===== config.mk =====
export PLATFORM = sky130hd
export DESIGN_NAME = xcap_chain_walker
export DESIGN_NICKNAME = d
export VERILOG_FILES = /design/src/rtl/xcw_pkg.sv /design/src/rtl/xcw_ptr_check.sv /design/src/rtl/xcw_arg_check.sv /design/src/rtl/xcw_hop_limit.sv /design/src/rtl/xcap_chain_walker.sv
export SDC_FILE = /design/constraint.sdc
export NUM_CORES = 1
export LEC_CHECK = 0
export BUFFER_PORTS_ARGS = -buffer_cell sky130_fd_sc_hd__clkbuf_2
export CORE_ASPECT_RATIO = 2
export CORE_UTILIZATION = 60
export CTS_CLUSTER_DIAMETER = 60
export DETAILED_ROUTE_END_ITERATION = 10
export HOLD_SLACK_MARGIN = 0.12
export PLACE_DENSITY = 0.82
export REMOVE_ABC_BUFFERS = 1
export SYNTH_ARGS = -nofsm -noshare
export SYNTH_HDL_FRONTEND = slang
export SYNTH_SLANG_ARGS = --single-unit

===== constraint.sdc =====
create_clock -name clk -period 8.1 [get_ports clk]
set_input_delay 0.405 -clock clk [delete_from_list [all_inputs] [get_ports clk]]
set_output_delay 0.405 -clock clk [all_outputs]
set_load 0.03 [all_outputs]

===== src/rtl/xcw_pkg.sv =====
`timescale 1ns/1ps
package xcw_pkg;
    localparam int ID_W  = 16;
    localparam int VER_W = 4;
    localparam int PTR_W = 12;

    typedef struct packed {
        logic [PTR_W-1:0] nxt;
        logic [VER_W-1:0] ver;
        logic [ID_W-1:0]  id;
    } cap_hdr_t;

    typedef enum logic [2:0] {
        ST_IDLE, ST_READ, ST_CHECK, ST_PATCH, ST_WRITE
    } walk_state_e;

    typedef enum logic [2:0] {
        E_NONE   = 3'd0,
        E_ALIGN  = 3'd1,
        E_RANGE  = 3'd2,
        E_LOOP   = 3'd3,
        E_ARGS   = 3'd4,
        E_NOHEAD = 3'd5
    } walk_err_e;
endpackage


===== src/rtl/xcw_ptr_check.sv =====
`timescale 1ns/1ps
// Splits a fetched header and judges its next pointer.
module xcw_ptr_check import xcw_pkg::*; #(
    parameter int CFG_BYTES = 4096,
    parameter int EXT_BASE  = 256
) (
    input  logic [31:0]      word_i,
    output logic [ID_W-1:0]  id_o,
    output logic [PTR_W-1:0] nxt_o,
    output logic             all_zero_o,
    output logic             bad_align_o,
    output logic             bad_range_o
);
    localparam logic [PTR_W-1:0] LO_P = PTR_W'(EXT_BASE);
    localparam logic [PTR_W-1:0] HI_P = PTR_W'(CFG_BYTES - 8);

    cap_hdr_t hdr;

    always_comb begin
        hdr         = cap_hdr_t'(word_i);
        id_o        = hdr.id;
        nxt_o       = hdr.nxt;
        all_zero_o  = (word_i == 32'h0);
        bad_align_o = (hdr.nxt[1:0] != 2'b00);
        bad_range_o = (hdr.nxt < LO_P) || (hdr.nxt > HI_P);
    end
endmodule


===== src/rtl/xcw_arg_check.sv =====
`timescale 1ns/1ps
// Validates the placement of an appended capability region.
module xcw_arg_check #(
    parameter int CFG_BYTES = 4096,
    parameter int EXT_BASE  = 256,
    parameter int OFF_W     = 12
) (
    input  logic [OFF_W-1:0] off_i,
    input  logic [OFF_W:0]   size_i,
    output logic             ok_o
);
    localparam int SUM_W = OFF_W + 2;
    localparam logic [OFF_W-1:0] LO_P   = OFF_W'(EXT_BASE);
    localparam logic [OFF_W:0]   MIN_SZ = (OFF_W+1)'(8);
    localparam logic [SUM_W-1:0] END_P  = SUM_W'(CFG_BYTES);

    logic [SUM_W-1:0] span_end;

    always_comb begin
        span_end = {2'b00, off_i} + {1'b0, size_i};
        ok_o     = (off_i[1:0] == 2'b00) && (off_i >= LO_P) &&
                   (size_i >= MIN_SZ) && (span_end < END_P);
    end
endmodule


===== src/rtl/xcw_hop_limit.sv =====
`timescale 1ns/1ps
// Counts followed pointers and flags the last permitted header.
module xcw_hop_limit #(
    parameter int MAX_HOPS = 1024
) (
    input  logic clk,
    input  logic rst_n,
    input  logic clear_i,
    input  logic step_i,
    output logic at_limit_o
);
    localparam int CW = $clog2(MAX_HOPS + 1);
    localparam logic [CW-1:0] LAST = CW'(MAX_HOPS - 1);

    logic [CW-1:0] count_d, count_q;

    always_comb begin
        count_d = count_q;
        if (clear_i)     count_d = '0;
        else if (step_i) count_d = count_q + CW'(1);
    end

    always_ff @(posedge clk or negedge rst_n) begin
        if (!rst_n) count_q <= '0;
        else        count_q <= count_d;
    end

    assign at_limit_o = (count_q == LAST);
endmodule


===== src/rtl/xcap_chain_walker.sv =====
`timescale 1ns/1ps
// Walks and extends the extended-capability chain in configuration RAM.
module xcap_chain_walker import xcw_pkg::*; #(
    parameter int CFG_BYTES = 4096,
    parameter int EXT_BASE  = 256,
    parameter int MAX_HOPS  = 1024
) (
    input  logic                          clk,
    input  logic                          rst_n,
    input  logic                          start,
    input  logic                          op_append,
    input  logic [15:0]                   key_id,
    input  logic [3:0]                    new_ver,
    input  logic [$clog2(CFG_BYTES)-1:0]  new_off,
    input  logic [$clog2(CFG_BYTES):0]    new_size,
    output logic                          done,
    output logic                          err,
    output logic [2:0]                    err_code,
    output logic [$clog2(CFG_BYTES)-1:0]  hit_off,
    output logic [$clog2(CFG_BYTES)-1:0]  prev_off,
    output logic                          mem_rd,
    output logic                          mem_wr,
    output logic [$clog2(CFG_BYTES)-3:0]  mem_addr,
    output logic [31:0]                   mem_wdata,
    input  logic [31:0]                   mem_rdata
);
    localparam int OFF_W = $clog2(CFG_BYTES);
    localparam int AW    = OFF_W - 2;
    localparam logic [OFF_W-1:0] BASE_OFF = OFF_W'(EXT_BASE);

    typedef struct packed {
        walk_state_e      st;
        logic             app;
        logic [ID_W-1:0]  key;
        logic [ID_W-1:0]  nid;
        logic [VER_W-1:0] ver;
        logic [OFF_W-1:0] noff;
        logic [OFF_W-1:0] cur;
        logic [OFF_W-1:0] prev;
        cap_hdr_t         hdr;
        logic             done;
        logic             err;
        walk_err_e        code;
        logic [OFF_W-1:0] hit;
        logic [OFF_W-1:0] pout;
    } walk_regs_t;

    walk_regs_t r_d, r_q;

    logic [ID_W-1:0]  f_id;
    logic [PTR_W-1:0] f_nxt;
    logic             f_zero, f_misal, f_range;
    logic             args_ok, hop_last, hop_clear, hop_step;
    logic [PTR_W-1:0] keep_nxt;

    xcw_ptr_check #(.CFG_BYTES(CFG_BYTES), .EXT_BASE(EXT_BASE)) u_ptr (
        .word_i      (mem_rdata),
        .id_o        (f_id),
        .nxt_o       (f_nxt),
        .all_zero_o  (f_zero),
        .bad_align_o (f_misal),
        .bad_range_o (f_range)
    );

    xcw_arg_check #(.CFG_BYTES(CFG_BYTES), .EXT_BASE(EXT_BASE), .OFF_W(OFF_W)) u_args (
        .off_i  (new_off),
        .size_i (new_size),
        .ok_o   (args_ok)
    );

    xcw_hop_limit #(.MAX_HOPS(MAX_HOPS)) u_hops (
        .clk        (clk),
        .rst_n      (rst_n),
        .clear_i    (hop_clear),
        .step_i     (hop_step),
        .at_limit_o (hop_last)
    );

    function automatic walk_regs_t finish(input walk_regs_t r, input walk_err_e c,
                                          input logic [OFF_W-1:0] h,
                                          input logic [OFF_W-1:0] p);
        walk_regs_t o;
        o      = r;
        o.st   = ST_IDLE;
        o.done = 1'b1;
        o.err  = (c != E_NONE);
        o.code = c;
        o.hit  = h;
        o.pout = p;
        return o;
    endfunction

    always_comb begin
        r_d       = r_q;
        r_d.done  = 1'b0;
        hop_clear = 1'b0;
        hop_step  = 1'b0;
        mem_rd    = 1'b0;
        mem_wr    = 1'b0;
        mem_addr  = r_q.cur[OFF_W-1:2];
        mem_wdata = '0;
        keep_nxt  = (r_q.noff == BASE_OFF) ? r_q.hdr.nxt : PTR_W'(0);

        unique case (r_q.st)
            ST_IDLE: begin
                if (start) begin
                    hop_clear = 1'b1;
                    r_d.app   = op_append;
                    r_d.key   = op_append ? '0 : key_id;
                    r_d.nid   = key_id;
                    r_d.ver   = new_ver;
                    r_d.noff  = new_off;
                    r_d.cur   = BASE_OFF;
                    r_d.prev  = '0;
                    if (op_append && !args_ok) r_d = finish(r_d, E_ARGS, '0, '0);
                    else                       r_d.st = ST_READ;
                end
            end
            ST_READ: begin
                mem_rd = 1'b1;
                r_d.st = ST_CHECK;
            end
            ST_CHECK: begin
                r_d.hdr = cap_hdr_t'(mem_rdata);
                if (r_q.app && r_q.noff == BASE_OFF) begin
                    r_d.st = ST_WRITE;
                end else if (r_q.cur == BASE_OFF && f_zero) begin
                    r_d = r_q.app ? finish(r_d, E_NOHEAD, '0, '0)
                                  : finish(r_d, E_NONE, '0, '0);
                end else if (!r_q.app && r_q.key != '0 && f_id == r_q.key) begin
                    r_d = finish(r_d, E_NONE, r_q.cur, r_q.prev);
                end else if (f_nxt == '0) begin
                    if (r_q.app) begin
                        r_d.prev = r_q.cur;
                        r_d.st   = ST_PATCH;
                    end else begin
                        r_d = finish(r_d, E_NONE, '0, r_q.cur);
                    end
                end else if (f_misal) begin
                    r_d = finish(r_d, E_ALIGN, '0, '0);
                end else if (f_range) begin
                    r_d = finish(r_d, E_RANGE, '0, '0);
                end else if (hop_last) begin
                    r_d = finish(r_d, E_LOOP, '0, '0);
                end else begin
                    hop_step = 1'b1;
                    r_d.prev = r_q.cur;
                    r_d.cur  = f_nxt;
                    r_d.st   = ST_READ;
                end
            end
            ST_PATCH: begin
                mem_wr    = 1'b1;
                mem_addr  = r_q.prev[OFF_W-1:2];
                mem_wdata = {r_q.noff, r_q.hdr.ver, r_q.hdr.id};
                r_d.st    = ST_WRITE;
            end
            ST_WRITE: begin
                mem_wr    = 1'b1;
                mem_addr  = r_q.noff[OFF_W-1:2];
                mem_wdata = {keep_nxt, r_q.ver, r_q.nid};
                r_d = finish(r_d, E_NONE, r_q.noff,
                             (r_q.noff == BASE_OFF) ? '0 : r_q.prev);
            end
            default: r_d.st = ST_IDLE;
        endcase
    end

    always_ff @(posedge clk or negedge rst_n) begin
        if (!rst_n) r_q <= '0;
        else        r_q <= r_d;
    end

    assign done     = r_q.done;
    assign err      = r_q.err;
    assign err_code = r_q.code;
    assign hit_off  = r_q.hit;
    assign prev_off = r_q.pout;
endmodule


==> summary.txt <==
post-synthesis adder-cell area fraction = 0.0198
total global routing track utilization = 0.367
synthesized-area fraction occupied by ao, oa, aoi and oai cells = 0.149
die width = 81.5 um
cell-internal power = 0.00178 W
switching share of power = 0.419
Sinks on Clock Net = 148
clock skew = 8.42 ps
main combinational cell family by area after synthesis = simple AND/OR/NAND/NOR gates
power per standard cell area = 347 nW/um^2
data arrival time at the worst-slack endpoint = 3530 ps
Most common cell on crit path = sky130_fd_sc_hd__nor2_1
Initial DRT Pass Iterations = 6
sum of buffers and inverters on the critical path = 1
synthesized-area fraction occupied by and/or/nand/nor cells = 0.244
sort of element at the start of the critical path = flop
number of buffers added on ports = 153
area of the mapped netlist = 7580 um^2
TritonCTS clock tree = built
maximum operating frequency = 0.254 GHz
flip-flop cell with the highest count after synthesis = sky130_fd_sc_hd__dfrtp_1
post-layout worst setup margin = 4170 ps
via count of the first global-routing pass = 7160
final count of pins violating max slew = 0
final WL = 22.6 mm
Antenna Violating Nets Remaining = 0
number of primary I/O pins = 154
Num CTS Buffers = 17
P&R area growth vs syn = 16.0%
diode count = 0
endpoint class of the critical path = primary output
Slowest cell on crit path = sky130_fd_sc_hd__and2_1
number of maximum-capacitance violations = 0
maximum number of pins on one net before global-route repair = 76
distinct cell type count of the synthesized netlist = 61
Setup Crit Path Kind = reg2out
Cell Area, Placed = 8210 um^2
total gr overflow = 0
number of gates resized after cts = 0
Final Net Count = 987
final number of hold-violating endpoints = 0
post-route standard cell area excluding fillers = 8800 um^2
detail-routed net length per standard cell = 21.4 um
share of the synthesized area in the top cell type = 0.488
TNS Setup = 0 ps
number of design-rule violations left by the first detailed-router iteration = 620
CTS root buffer = sky130_fd_sc_hd__clkbuf_16
largest driver fanout on the critical path = 23
cell taking the most area after synthesis = sky130_fd_sc_hd__dfrtp_1
outcome = completed
hold buffers post-CTS = 1
unrepaired setup endpoints after global routing = false
Die H = 161 um
clock network power share = 0.255
area of the multi-input gates = 3470 um^2
Synth Area per Inst = 9.64 um^2
worst vdd ir = 0.254 mV
cell-by-cell trace of the critical path = nor2_1 -> and2_1 -> nor2_1 -> a221o_1 -> clkbuf_2
Synth Instances = 787
top cells by area, synth = sky130_fd_sc_hd__dfrtp_1 49%, sky130_fd_sc_hd__nand2_1 12%, sky130_fd_sc_hd__a221o_1 4.5%, sky130_fd_sc_hd__a22o_1 3.7%, sky130_fd_sc_hd__buf_4 2.8%
sequential cell area fraction in the yosys report = 0.488
async set-or-reset flop fraction in the synthesized netlist = 1.00
placement-stage worst setup slack = 4660 ps
actual transition at the worst max-transition pin = 1200 ps
slowest cell delay on critical path = 990 ps
total of endpoints with negative setup slack in the final report = 0
standard-cell row count = 57
worst hold-check path type = in2reg
Clock Tree Buf Depth = 2
global-route wire length before repair = 35.8 mm
Worst EP required = 7700 ps
Switch Pwr = 0.00128 W
vias after detailed routing = 6803
count of flip-flops with a built-in enable after synthesis = 0
most frequent cell after synthesis = sky130_fd_sc_hd__nand2_1
Worst path top cell family by delay = simple AND/OR/NAND/NOR gates
clock insertion delay at the later pin of the skew report = 420 ps
part of the total power dissipated in combinational logic = 0.355
time the final worst path needs with I/O delays and setup = 3930 ps
share of cell area taken by muxes after synthesis = 0.0241
Initial Utilization = 0.622
xor/xnor share of the synthesized area = 0.0185
leak pwr = 4.56 nW
top cells by instance count after synthesis = 244 x sky130_fd_sc_hd__nand2_1, 148 x sky130_fd_sc_hd__dfrtp_1, 35 x sky130_fd_sc_hd__clkbuf_1
Avg Vias per Cell = 6.45
floorplan die area = 13100 um^2
deepest level of the CTS H-tree = 4
register area = 3700 um^2
sequential group share of total power = 0.390
antenna violations before repair = 0
Period Utilization, post-route = 0.486
Remaining DRCs = 0
half-perimeter wire length after placement = 16.0 mm
routability cong. = 0.919
Warnings, synthesis = 0
max_slew headroom = 0.197
core region area = 12200 um^2
flop and latch count out of synthesis = 148
fill count = 918
fraction of final layout cells sized beyond drive strength 1 = 0.245
post-CTS setup buffers = 0
clock transition at the registers of the reported paths = 60 ps
## cell usage in the layout (no fill, tap or decap), types with 4 or more instances in the layout
cell	count
sky130_fd_sc_hd__nand3_1	9
sky130_fd_sc_hd__buf_4	7
sky130_fd_sc_hd__and2_1	6
sky130_fd_sc_hd__a21oi_1	6
sky130_fd_sc_hd__ha_1	12
sky130_fd_sc_hd__nand3b_1	16
sky130_fd_sc_hd__mux2i_1	7
sky130_fd_sc_hd__mux2_2	10
sky130_fd_sc_hd__nor3_1	11
sky130_fd_sc_hd__xor2_1	12
sky130_fd_sc_hd__a32o_1	12
sky130_fd_sc_hd__a22o_1	32
sky130_fd_sc_hd__nand2_1	244
sky130_fd_sc_hd__inv_1	6
sky130_fd_sc_hd__nor4_1	20
sky130_fd_sc_hd__nand4_1	10
sky130_fd_sc_hd__clkbuf_2	152
sky130_fd_sc_hd__xnor2_1	4
sky130_fd_sc_hd__a221o_1	34
sky130_fd_sc_hd__clkinvlp_4	4
sky130_fd_sc_hd__clkbuf_16	17
sky130_fd_sc_hd__a21boi_0	12
sky130_fd_sc_hd__a21o_1	5
sky130_fd_sc_hd__or2_2	6
sky130_fd_sc_hd__dfrtp_1	148
sky130_fd_sc_hd__and3_1	24
sky130_fd_sc_hd__nor2_1	14
sky130_fd_sc_hd__o21ai_0	5
sky130_fd_sc_hd__or4_1	6
## tightest hold or removal path, stage by stage
cell and delay [ps]:
sky130_fd_sc_hd__clkbuf_2 70, sky130_fd_sc_hd__nand2_1 40, sky130_fd_sc_hd__nand2_1 50
## layout make-up
| class | instances | area share |
|---|---|---|
| multi-input cells | 560 | 0.395 |
| clock inverters | 14 | 0.0173 |
| well taps | 147 | 0.0209 |
| flip-flops and latches | 148 | 0.421 |
| inverters | 6 | 0.00256 |
| clock buffers | 18 | 0.0488 |
| repair buffers | 161 | 0.0949 |
## power by group through the flow
stage,sequential [W],combinational [W],clock [W]
CTS,0.00118,0.00108,0.000781
detailed placement,0.00119,0.00107,0
global placement,0.00117,0.00103,0
finish,0.00119,0.00108,0.000779
global route,0.00121,0.00118,0.000814
floorplan,0.00118,0.000681,0
## registers in the layout, indices dropped and copies added (netlist names)
| register | flops |
|---|---|
| hit_off | 12 |
| r_q | 108 |
| err | 1 |
| prev_off | 12 |
| u_hops.count_q | 11 |
| done | 1 |
| err_code | 3 |
## routing by layer
metal | part of all wire | GRT usage
met5 | 0 | 0
met4 | 0.070 | 0.276
met3 | 0.068 | 0.0887
met2 | 0.52 | 0.617
met1 | 0.34 | 0.379
## metrics by stage
step / std cells / power (W) / hold slack [ps] / util
final: 1054 / 0.00305 / 174 / 0.721
after global routing: 1054 / 0.00321 / 184 / 0.721
after CTS: 1054 / 0.00304 / 169 / 0.721
after detailed placement: 1021 / 0.00226 / 463 / 0.673
after global placement: 1021 / 0.00221 / 457 / 0.673
after floorplan: 714 / 0.00186 / 109 / -
## worst paths after layout
check,to,from,slack (ps),depth (start not counted)
min in group asynchronous,hit_off[4],rst_n,570,2
max in group asynchronous,r_q[76],rst_n,6100,3
setup / recovery,mem_addr[9],r_q[135],4170,5
hold reg to reg,r_q[106],r_q[106],480,2
hold / removal,r_q[100],new_ver[3],170,3
setup reg to reg,prev_off[7],r_q[136],4620,7
## kinds of logic (layout without fill, tap and decap cells)
group	Yosys count	after routing
AND/OR/NAND/NOR	387	387
XOR/XNOR	16	16
AO/OA/AOI/OAI	128	128
multiplexers	17	17
adder cells (fa/ha/maj)	12	12
buffers and inverters	79	199
flip-flops	148	148
No activity file was read; power rests on OpenSTA's default activity.
